**config.mk**
```make
export PLATFORM = sky130hd
export DESIGN_NAME = pmc_read_unit
export DESIGN_NICKNAME = d
export VERILOG_FILES = /design/src/rtl/pmc_pkg.sv /design/src/rtl/pmc_counter.sv /design/src/rtl/pmc_access_check.sv /design/src/rtl/pmc_read_unit.sv
export SDC_FILE = /design/constraint.sdc
export NUM_CORES = 1
export LEC_CHECK = 0
export BUFFER_PORTS_ARGS = -buffer_cell sky130_fd_sc_hd__clkbuf_2
export CAP_MARGIN = 20
export CELL_PAD_IN_SITES_DETAIL_PLACEMENT = 0
export CELL_PAD_IN_SITES_GLOBAL_PLACEMENT = 2
export CORE_ASPECT_RATIO = 1.75
export CORE_UTILIZATION = 37
export CTS_CLUSTER_DIAMETER = 60
export CTS_CLUSTER_SIZE = 30
export DETAILED_ROUTE_END_ITERATION = 16
export GPL_TIMING_DRIVEN = 0
export MAX_ROUTING_LAYER = met4
export PLACE_DENSITY = 0.91
export SYNTH_ARGS = -nofsm -noshare
export SYNTH_HDL_FRONTEND = slang
export SYNTH_SLANG_ARGS = --single-unit
```
**constraint.sdc**
```tcl
create_clock -name clk -period 2.4 [get_ports clk]
set_clock_uncertainty 0.05 [all_clocks]
set_input_delay 0.12 -clock clk [delete_from_list [all_inputs] [get_ports clk]]
set_output_delay 0.12 -clock clk [all_outputs]
set_load 0.03 [all_outputs]
```
**src/rtl/pmc_pkg.sv**
```systemverilog
package pmc_pkg;

  typedef enum logic {
    CLS_GENERAL = 1'b0,
    CLS_FIXED   = 1'b1
  } cnt_class_e;

  localparam int SEL_FAST_BIT  = 31;
  localparam int SEL_CLASS_BIT = 30;
  localparam int SEL_IDX_W     = 30;

  typedef struct packed {
    logic        gp;
    logic        ud;
    logic [31:0] lo;
    logic [31:0] hi;
  } rd_rsp_t;

endpackage

```
**src/rtl/pmc_counter.sv**
```systemverilog
module pmc_counter #(
  parameter int W = 40
) (
  input  logic         clk,
  input  logic         rst,
  input  logic         inc,
  output logic [W-1:0] value
);
  always_ff @(posedge clk) begin
    if (rst)      value <= '0;
    else if (inc) value <= value + W'(1);
  end
endmodule

```
**src/rtl/pmc_access_check.sv**
```systemverilog
module pmc_access_check
  import pmc_pkg::*;
#(
  parameter int NUM_GP = 3,
  parameter int NUM_FX = 3,
  parameter int IDX_W  = 2
) (
  input  logic [31:0]      sel,
  input  logic             prot_en,
  input  logic [1:0]       cpl,
  input  logic             user_rd_en,
  input  logic             lock_pfx,
  output logic             fault_ud,
  output logic             fault_gp,
  output cnt_class_e       cls,
  output logic [IDX_W-1:0] idx
);
  logic [SEL_IDX_W-1:0] raw_idx;
  logic                 allowed;
  logic                 in_range;

  always_comb begin
    raw_idx  = sel[SEL_IDX_W-1:0];
    cls      = cnt_class_e'(sel[SEL_CLASS_BIT]);
    idx      = raw_idx[IDX_W-1:0];
    allowed  = user_rd_en || (cpl == 2'd0) || !prot_en;
    if (cls == CLS_FIXED) in_range = raw_idx < SEL_IDX_W'(NUM_FX);
    else                  in_range = raw_idx < SEL_IDX_W'(NUM_GP);
    fault_ud = lock_pfx;
    fault_gp = !lock_pfx && (!allowed || !in_range);
  end
endmodule

```
**src/rtl/pmc_read_unit.sv**
```systemverilog
module pmc_read_unit
  import pmc_pkg::*;
#(
  parameter int NUM_GP = 3,
  parameter int NUM_FX = 3,
  parameter int GP_W   = 40,
  parameter int FX_W   = 48
) (
  input  logic              clk,
  input  logic              rst,
  input  logic [NUM_GP-1:0] ev_gp,
  input  logic [NUM_FX-1:0] ev_fx,
  input  logic              req_valid,
  output logic              req_ready,
  input  logic [31:0]       req_sel,
  input  logic              prot_en,
  input  logic [1:0]        cpl,
  input  logic              user_rd_en,
  input  logic              lock_pfx,
  output logic              rsp_valid,
  input  logic              rsp_ready,
  output logic              rsp_gp,
  output logic              rsp_ud,
  output logic [31:0]       rsp_lo,
  output logic [31:0]       rsp_hi
);
  localparam int MAX_N = (NUM_GP > NUM_FX) ? NUM_GP : NUM_FX;
  localparam int IDX_W = (MAX_N > 1) ? $clog2(MAX_N) : 1;

  logic [63:0] gp_val [NUM_GP];
  logic [63:0] fx_val [NUM_FX];

  for (genvar g = 0; g < NUM_GP; g++) begin : g_gp
    logic [GP_W-1:0] v;
    pmc_counter #(.W(GP_W)) u_cnt (.clk(clk), .rst(rst), .inc(ev_gp[g]), .value(v));
    assign gp_val[g] = 64'(v);
  end

  for (genvar f = 0; f < NUM_FX; f++) begin : g_fx
    logic [FX_W-1:0] v;
    pmc_counter #(.W(FX_W)) u_cnt (.clk(clk), .rst(rst), .inc(ev_fx[f]), .value(v));
    assign fx_val[f] = 64'(v);
  end

  logic             f_ud, f_gp;
  cnt_class_e       cls;
  logic [IDX_W-1:0] idx;

  pmc_access_check #(.NUM_GP(NUM_GP), .NUM_FX(NUM_FX), .IDX_W(IDX_W)) u_chk (
    .sel(req_sel), .prot_en(prot_en), .cpl(cpl), .user_rd_en(user_rd_en),
    .lock_pfx(lock_pfx), .fault_ud(f_ud), .fault_gp(f_gp), .cls(cls), .idx(idx)
  );

  logic [63:0] pick;
  always_comb begin
    pick = '0;
    if (cls == CLS_FIXED) begin
      for (int i = 0; i < NUM_FX; i++)
        if (idx == IDX_W'(i)) pick = fx_val[i];
    end else begin
      for (int i = 0; i < NUM_GP; i++)
        if (idx == IDX_W'(i)) pick = gp_val[i];
    end
  end

  rd_rsp_t nxt, cur;
  always_comb begin
    nxt.ud = f_ud;
    nxt.gp = f_gp;
    nxt.lo = (f_ud || f_gp) ? 32'd0 : pick[31:0];
    nxt.hi = (f_ud || f_gp) ? 32'd0 : pick[63:32];
  end

  logic accept;
  assign req_ready = !rsp_valid || rsp_ready;
  assign accept    = req_valid && req_ready;

  always_ff @(posedge clk) begin
    if (rst) begin
      rsp_valid <= 1'b0;
      cur       <= '0;
    end else if (accept) begin
      rsp_valid <= 1'b1;
      cur       <= nxt;
    end else if (rsp_ready) begin
      rsp_valid <= 1'b0;
      cur       <= '0;
    end
  end

  assign rsp_gp = cur.gp;
  assign rsp_ud = cur.ud;
  assign rsp_lo = cur.lo;
  assign rsp_hi = cur.hi;
endmodule

```
=== After elaboration in Yosys (flattened, before gate mapping) ===
Index checks and enable logic that the tools add are counted.

* Register bits: 331
* Bits of input ports: 47
* Output and inout bits: 68
* Word-level logic and storage cells: 48

* $add $sub $neg: 6
* Order comparisons: 1
* Eq/ne operators: 2
* Multiplexer cells: 13
* Reduce and logical (&&, ||, !) cells: 15

{| class="wikitable"
|+ Operators by type and width
! kind !! number
|-
| 2-to-1 mux 64 bit || 5
|-
| adder 48 x 1 -> 48 bit (second input constant) || 3
|-
| 2-to-1 mux 66 bit || 2
|-
| adder 40 x 1 -> 40 bit (second input constant) || 3
|-
| 2-to-1 mux 32 bit || 2
|-
| 2-to-1 mux 48 bit || 1
|-
| 2-to-1 mux 40 bit || 1
|-
| < comparator 30 x 2 -> 1 bit (second input constant) || 1
|-
| logical NOT 1 bit || 5
|-
| logical OR 1 bit || 5
|-
| logical NOT 2 bit || 2
|-
| == test 2 x 1 -> 1 bit (second input constant) || 1
|-
| == test 2 bit (second input constant) || 1
|-
| logical AND 1 bit || 2
|-
| 2-to-1 mux 1 bit || 2
|-
| nonzero test 2 bit || 1
|}

=== Logic depth before layout (Yosys ltp) ===
* Word-level depth: 9
* Depth in mapped cells: 7
* Depth with buffers taken out: 6

=== By module ===
Synthesis repeated with hierarchy kept, for this count alone.

* Cells, all modules: 1950
* Area, all modules: 16664.7 um^2

{| class="wikitable"
|+ By module, submodules not included
! module !! times used !! cells an instance !! area an instance (um^2) !! seq. area each (um^2)
|-
| pmc_counter (g_fx[0].u_cnt ...) || 3 || 260 || 2252.2 || 960.9
|-
| pmc_counter (g_gp[0].u_cnt ...) || 3 || 236 || 1998.2 || 800.8
|-
| pmc_read_unit || 1 || 445 || 3801.1 || 1021.0
|-
| pmc_access_check || 1 || 17 || 112.6 || 0.0
|}

=== Worst setup path after synthesis ===
No wires, ideal clock.

* Path type: register to register
* Start point: register rsp_valid
* End point: register cur, in the netlist rsp_lo[20]
* Setup time: 61 ps
* Data arrival time: 2307 ps
* Data required time: 2289 ps
* Setup slack: -18 ps
* Cell stages (with the launch flop): 6
* Buffers on the path: 1
* Period minus slack after synthesis: 2418 ps
* Path through: dfxtp_1 nand2b_1 or4b_2 nor4_1 clkbuf_1 a32o_1

* Word-level cells in the longest chain between the ends: 4
* Elaborated cells on any way between the ends: 5
* Classes of those cells: mux (1); reduce/logical (4)

{| class="wikitable"
|+ Ends and longest elaborated chain
! item !! RTL line !! text
|-
| start: declaration || pmc_read_unit.sv:20 || <nowiki>output logic rsp_valid,</nowiki>
|-
| start signal: assignment || pmc_read_unit.sv:80 || <nowiki>rsp_valid <= 1'b0;</nowiki>
|-
| start signal: assignment || pmc_read_unit.sv:83 || <nowiki>rsp_valid <= 1'b1;</nowiki>
|-
| start signal: assignment || pmc_read_unit.sv:86 || <nowiki>rsp_valid <= 1'b0;</nowiki>
|-
| logical NOT 1 bit (*) || pmc_read_unit.sv:75 || <nowiki>assign req_ready = !rsp_valid || rsp_ready;</nowiki>
|-
| logical OR 1 bit (*) || pmc_read_unit.sv:75 ||
|-
| named net req_ready || pmc_read_unit.sv:14 || <nowiki>output logic req_ready,</nowiki>
|-
| logical AND 1 bit (*) || pmc_read_unit.sv:76 || <nowiki>assign accept = req_valid && req_ready;</nowiki>
|-
| 2-to-1 mux 66 bit / nonzero test 2 bit (equally long branches) || n/a ||
|-
| end signal: assignment || pmc_read_unit.sv:84 || <nowiki>cur <= nxt;</nowiki>
|-
| end: declaration || pmc_read_unit.sv:66 || <nowiki>rd_rsp_t nxt, cur;</nowiki>
|}

Mark *: on every way through the listed nets, which the timed path passes. The rest lies on a longest branch.
A chain may end at the register's enable or synchronous reset.

=== Worst setup path in the final report ===
* Start point: register g_gp[1].u_cnt.value[3]
* End point: register g_gp[1].u_cnt.value[39]

* Word-level cells in the longest chain between the ends: 1

{| class="wikitable"
|+ Ends and longest elaborated chain
! item !! RTL line !! text
|-
| start: declaration || pmc_counter.sv:7 || <nowiki>output logic [W-1:0] value</nowiki>
|-
| start signal: assignment || pmc_counter.sv:11 || <nowiki>else if (inc) value <= value + W'(1);</nowiki>
|-
| adder 40 x 1 -> 40 bit || pmc_counter.sv:11 ||
|}

No other way between the ends.

==> out/metrics.cfg <==
[setup_path]
critPathSlowestCell = or4_4
worstPathRequired_ns = 2.83
worstSetupEndpointType = flop
cp_slowest_stage_delay_ns = 0.70
start_kind = flop
cp_max_fo = 8
critical_path_arrival_ns = 2.82
crit_type = flop to flop
worst_path_most_repeated_cell = or4_4
path_cells = and4_4 > nand4_4 > or4_4 > or4_4 > a21oi_2

[logic_synthesis]
synth_edf_count = 0
syn_area_um2 = 15800
yosysUniqueCellTypes = 54
syn_inst = 1887
avgSynthCellArea_um2 = 8.37
synthArstFlopShare_pct = 0
synth-warning-count = 0
yosys_register_bits = 315
seq_area_frac_synth_pct = 39.9
synth_flop_cell = dfxtp_1

[grt]
track_usage_pct = 25.9
grt_max_degree = 28
gr-total-overflow = 0
grt_pass1_vias = 13966
grt_pass1_wl_um = 82400
antenna_found_initial = 0

[die]
die-height_um = 275
fp.dieW_um = 158
start_util_pct = 37.7
placementRows = 99
core-area_um2 = 41900
io-pin-count = 115
dieArea_um2 = 43500

[cts]
htreeDepth = 1
clockRootBuffer = clkbuf_16
path_clk_slew_ns = 0.11
cts-buffers-inserted = 19
cts.sinks = 315
cts_buffer_depth = 3
clkLatencyLatePin_ns = 0.55
cts_tree = built

[timing]
rsz0062_at_grt = true
slew_headroom_pct = 36.4
worst_slack_ns = 0.0130
period_share_pct = 99.5
drv_slew = 0
worstMarginPinSlew_ns = 0.941
final-hold-violation-count = 0
finalSetupViolCount = 0
fin_crit_ns = 2.39
hold_ws_ns = 0.149
setup_tns_ns = 0
max_clock_freq_mhz = 419

[detailed_routing]
route.detailed.drc = 0
vias = 14707
finalWirelength_um = 55900
ant_nets = 0
first_pass_iters = 7
drtIter0Drc = 972
avgRoutedWirePerCell_um = 21.3
vias_per_cell = 5.59

[finish]
antennaDiodeCount = 0
layout.nets = 2115
layout.cells.non_filler = 2629
syn2layout_area_growth_pct = 17.1
drive_gt1_share_pct = 14.8
fillers = 4330

[place]
pre_cts_ws_ns = -0.764
io_buffers = 91
dp_hpwl_um = 43100
gp_congestion = 0.942
place_inst = 2551

[power]
p_total_w = 0.00979
p_int_w = 0.00722
seqPwrFrac_pct = 53.9
switchingPower_w = 0.00257
power.leakage_nw = 6.48
vdd_ir_drop_max_mv = 0.404
combPwrFrac_pct = 6.1
power_density_nw_per_um2 = 530
power.clock.fraction_pct = 40.0
p_sw_share_pct = 26.3

[run]
drv_cap = 0

[outcome]
status = finished, final reports clean

[worst_hold_path]
hold_path.class = input pin to flop

-- critical path, delay by kind of cell (launching register included) --
family / cells / cell delay [ns]
AO/OA/AOI/OAI: 1 / 0.13
AND/OR/NAND/NOR: 4 / 1.70
flip-flops: 1 / 0.40
-- through the flow --
step	utilization (%)	area (um^2)
6_report	44.2	18500
3_3_place_gp	40.6	17000
5_1_grt	44.2	18500
3_5_place_dp	40.6	17000
2_1_floorplan	-	15900
4_1_cts	43.3	18100
-- path summary, 6_finish.rpt --
check                         start  slack [ns]                      end  cells after the start
max          g_gp[1].u_cnt.value[3]        0.01  g_gp[1].u_cnt.value[39]                      5
min                     req_sel[28]        0.15               rsp_lo[31]                      6
max reg2reg  g_gp[1].u_cnt.value[3]        0.01  g_gp[1].u_cnt.value[39]                      5
min reg2reg              rsp_hi[10]        0.41               rsp_hi[10]                      2
-- synthesized netlist by cell type (5+ instances only) --
cell	n	area (um^2)
a211o_1	19	166
a21o_1	6	45.0
a21oi_1	90	450
a222oi_1	6	60.1
a22oi_1	19	143
a31o_2	5	43.8
a32o_1	19	190
and2_1	11	68.8
and3_1	25	156
and4_1	24	210
buf_1	12	45.0
buf_4	16	120
clkbuf_1	90	338
dfxtp_1	315	6310
ha_1	6	75.1
inv_1	48	180
mux2i_1	75	751
mux4_2	9	203
nand2_1	133	499
nand2b_1	11	68.8
nand3_1	84	420
nand3b_1	10	75.1
nand4_1	103	644
nand4b_1	8	70.1
nor2_1	258	968
nor2b_1	5	31.3
nor3_1	34	170
nor4_1	45	282
o211ai_1	19	143
o21ai_0	81	405
o221ai_1	8	70.1
o31ai_1	17	128
or2_2	6	37.5
or3_1	50	313
or4_1	18	135
xnor2_1	71	622
xor2_1	109	955
-- cells in the final DEF, fill, tap and decap left out, types with 8 or more instances in the layout --
master	netlist	layout
mux2i_1	75	75
clkbuf_1	90	70
nand4_1	103	103
dfxtp_1	315	279
inv_1	48	48
nand4b_1	8	8
dfxtp_2	0	30
buf_1	12	10
nand2_1	133	131
o21ai_0	81	80
a32o_1	19	19
nor4_1	45	32
clkbuf_2	0	103
o211ai_1	19	19
clkbuf_16	0	19
a22oi_1	19	19
or4_4	2	8
dlygate4sd3_1	0	11
a21oi_1	90	89
mux4_2	9	9
nand2b_1	11	11
conb_1	1	16
or4_1	18	13
a211o_1	19	19
and2_1	11	11
nand3b_1	10	10
nand3_1	84	79
or3_1	50	49
and3_1	25	25
xor2_1	109	109
buf_4	16	55
nor3_1	34	25
and4_1	24	19
xnor2_1	71	71
o221ai_1	8	8
nor2_1	258	258
o31ai_1	17	17
-- power groups by stage --
stage / Clock (W) / Sequential [W] / Combinational (W)
floorplan: 0 / 0.00540 / 0.000361
global placement: 0 / 0.00540 / 0.000569
detailed placement: 0 / 0.00541 / 0.000574
CTS: 0.00397 / 0.00528 / 0.000591
global route: 0.00415 / 0.00529 / 0.000636
finish: 0.00392 / 0.00528 / 0.000595
-- cell type report --
type                       instances  area (um^2)  area share [%]
clock buffer                      20          479            2.59
tap                              555          694            3.76
clock inverter                    13          194            1.05
sequential                       315         6370            34.4
timing repair buffer             143          881            4.76
buffer                           115          537            2.90
multi-input combinational       1419         9150            49.5
inverter                          49          184           0.995
-- layer usage --
metal	share of wire, %	GRT usage, %	up-vias
met1	37	26.6	7108
met2	54	48.0	367
met4	6.6	14.4	0
li1	-	-	7093
met3	3.0	1.84	139
met5	0	-	-
-- repair_timing --
| action | CTS | global route |
|---|---|---|
| hold buffers | 11 | 0 |
| gates resized for setup | 61 | 71 |
| cloned | 0 | 1 |
| pin swaps | 12 | 14 |
| setup buffers | 16 | 22 |
| endpoints found under the setup margin | 146 | 83 |
| hold endpoints to repair | 28 | 0 |
-- cells by family after synthesis --
| family | count (synthesis) | synth area share (%) |
|---|---|---|
| AND/OR/NAND/NOR | 832 | 26.8 |
| AO/OA/AOI/OAI | 299 | 12.2 |
| flip-flops | 315 | 39.9 |
| adder cells (fa/ha/maj) | 6 | 0.475 |
| XOR/XNOR | 180 | 9.98 |
| other | 1 | 0.0237 |
| multiplexers | 85 | 6.11 |
| buffers and inverters | 169 | 4.41 |
-- state kept, by name, indices dropped and copies added, names as in the netlist --
signal and flops:
g_gp.u_cnt.value 120, g_fx.u_cnt.value 144, rsp_valid 1, rsp_ud 1
rsp_gp 1, rsp_hi 16, rsp_lo 32
(Power assumes the default switching activity.)
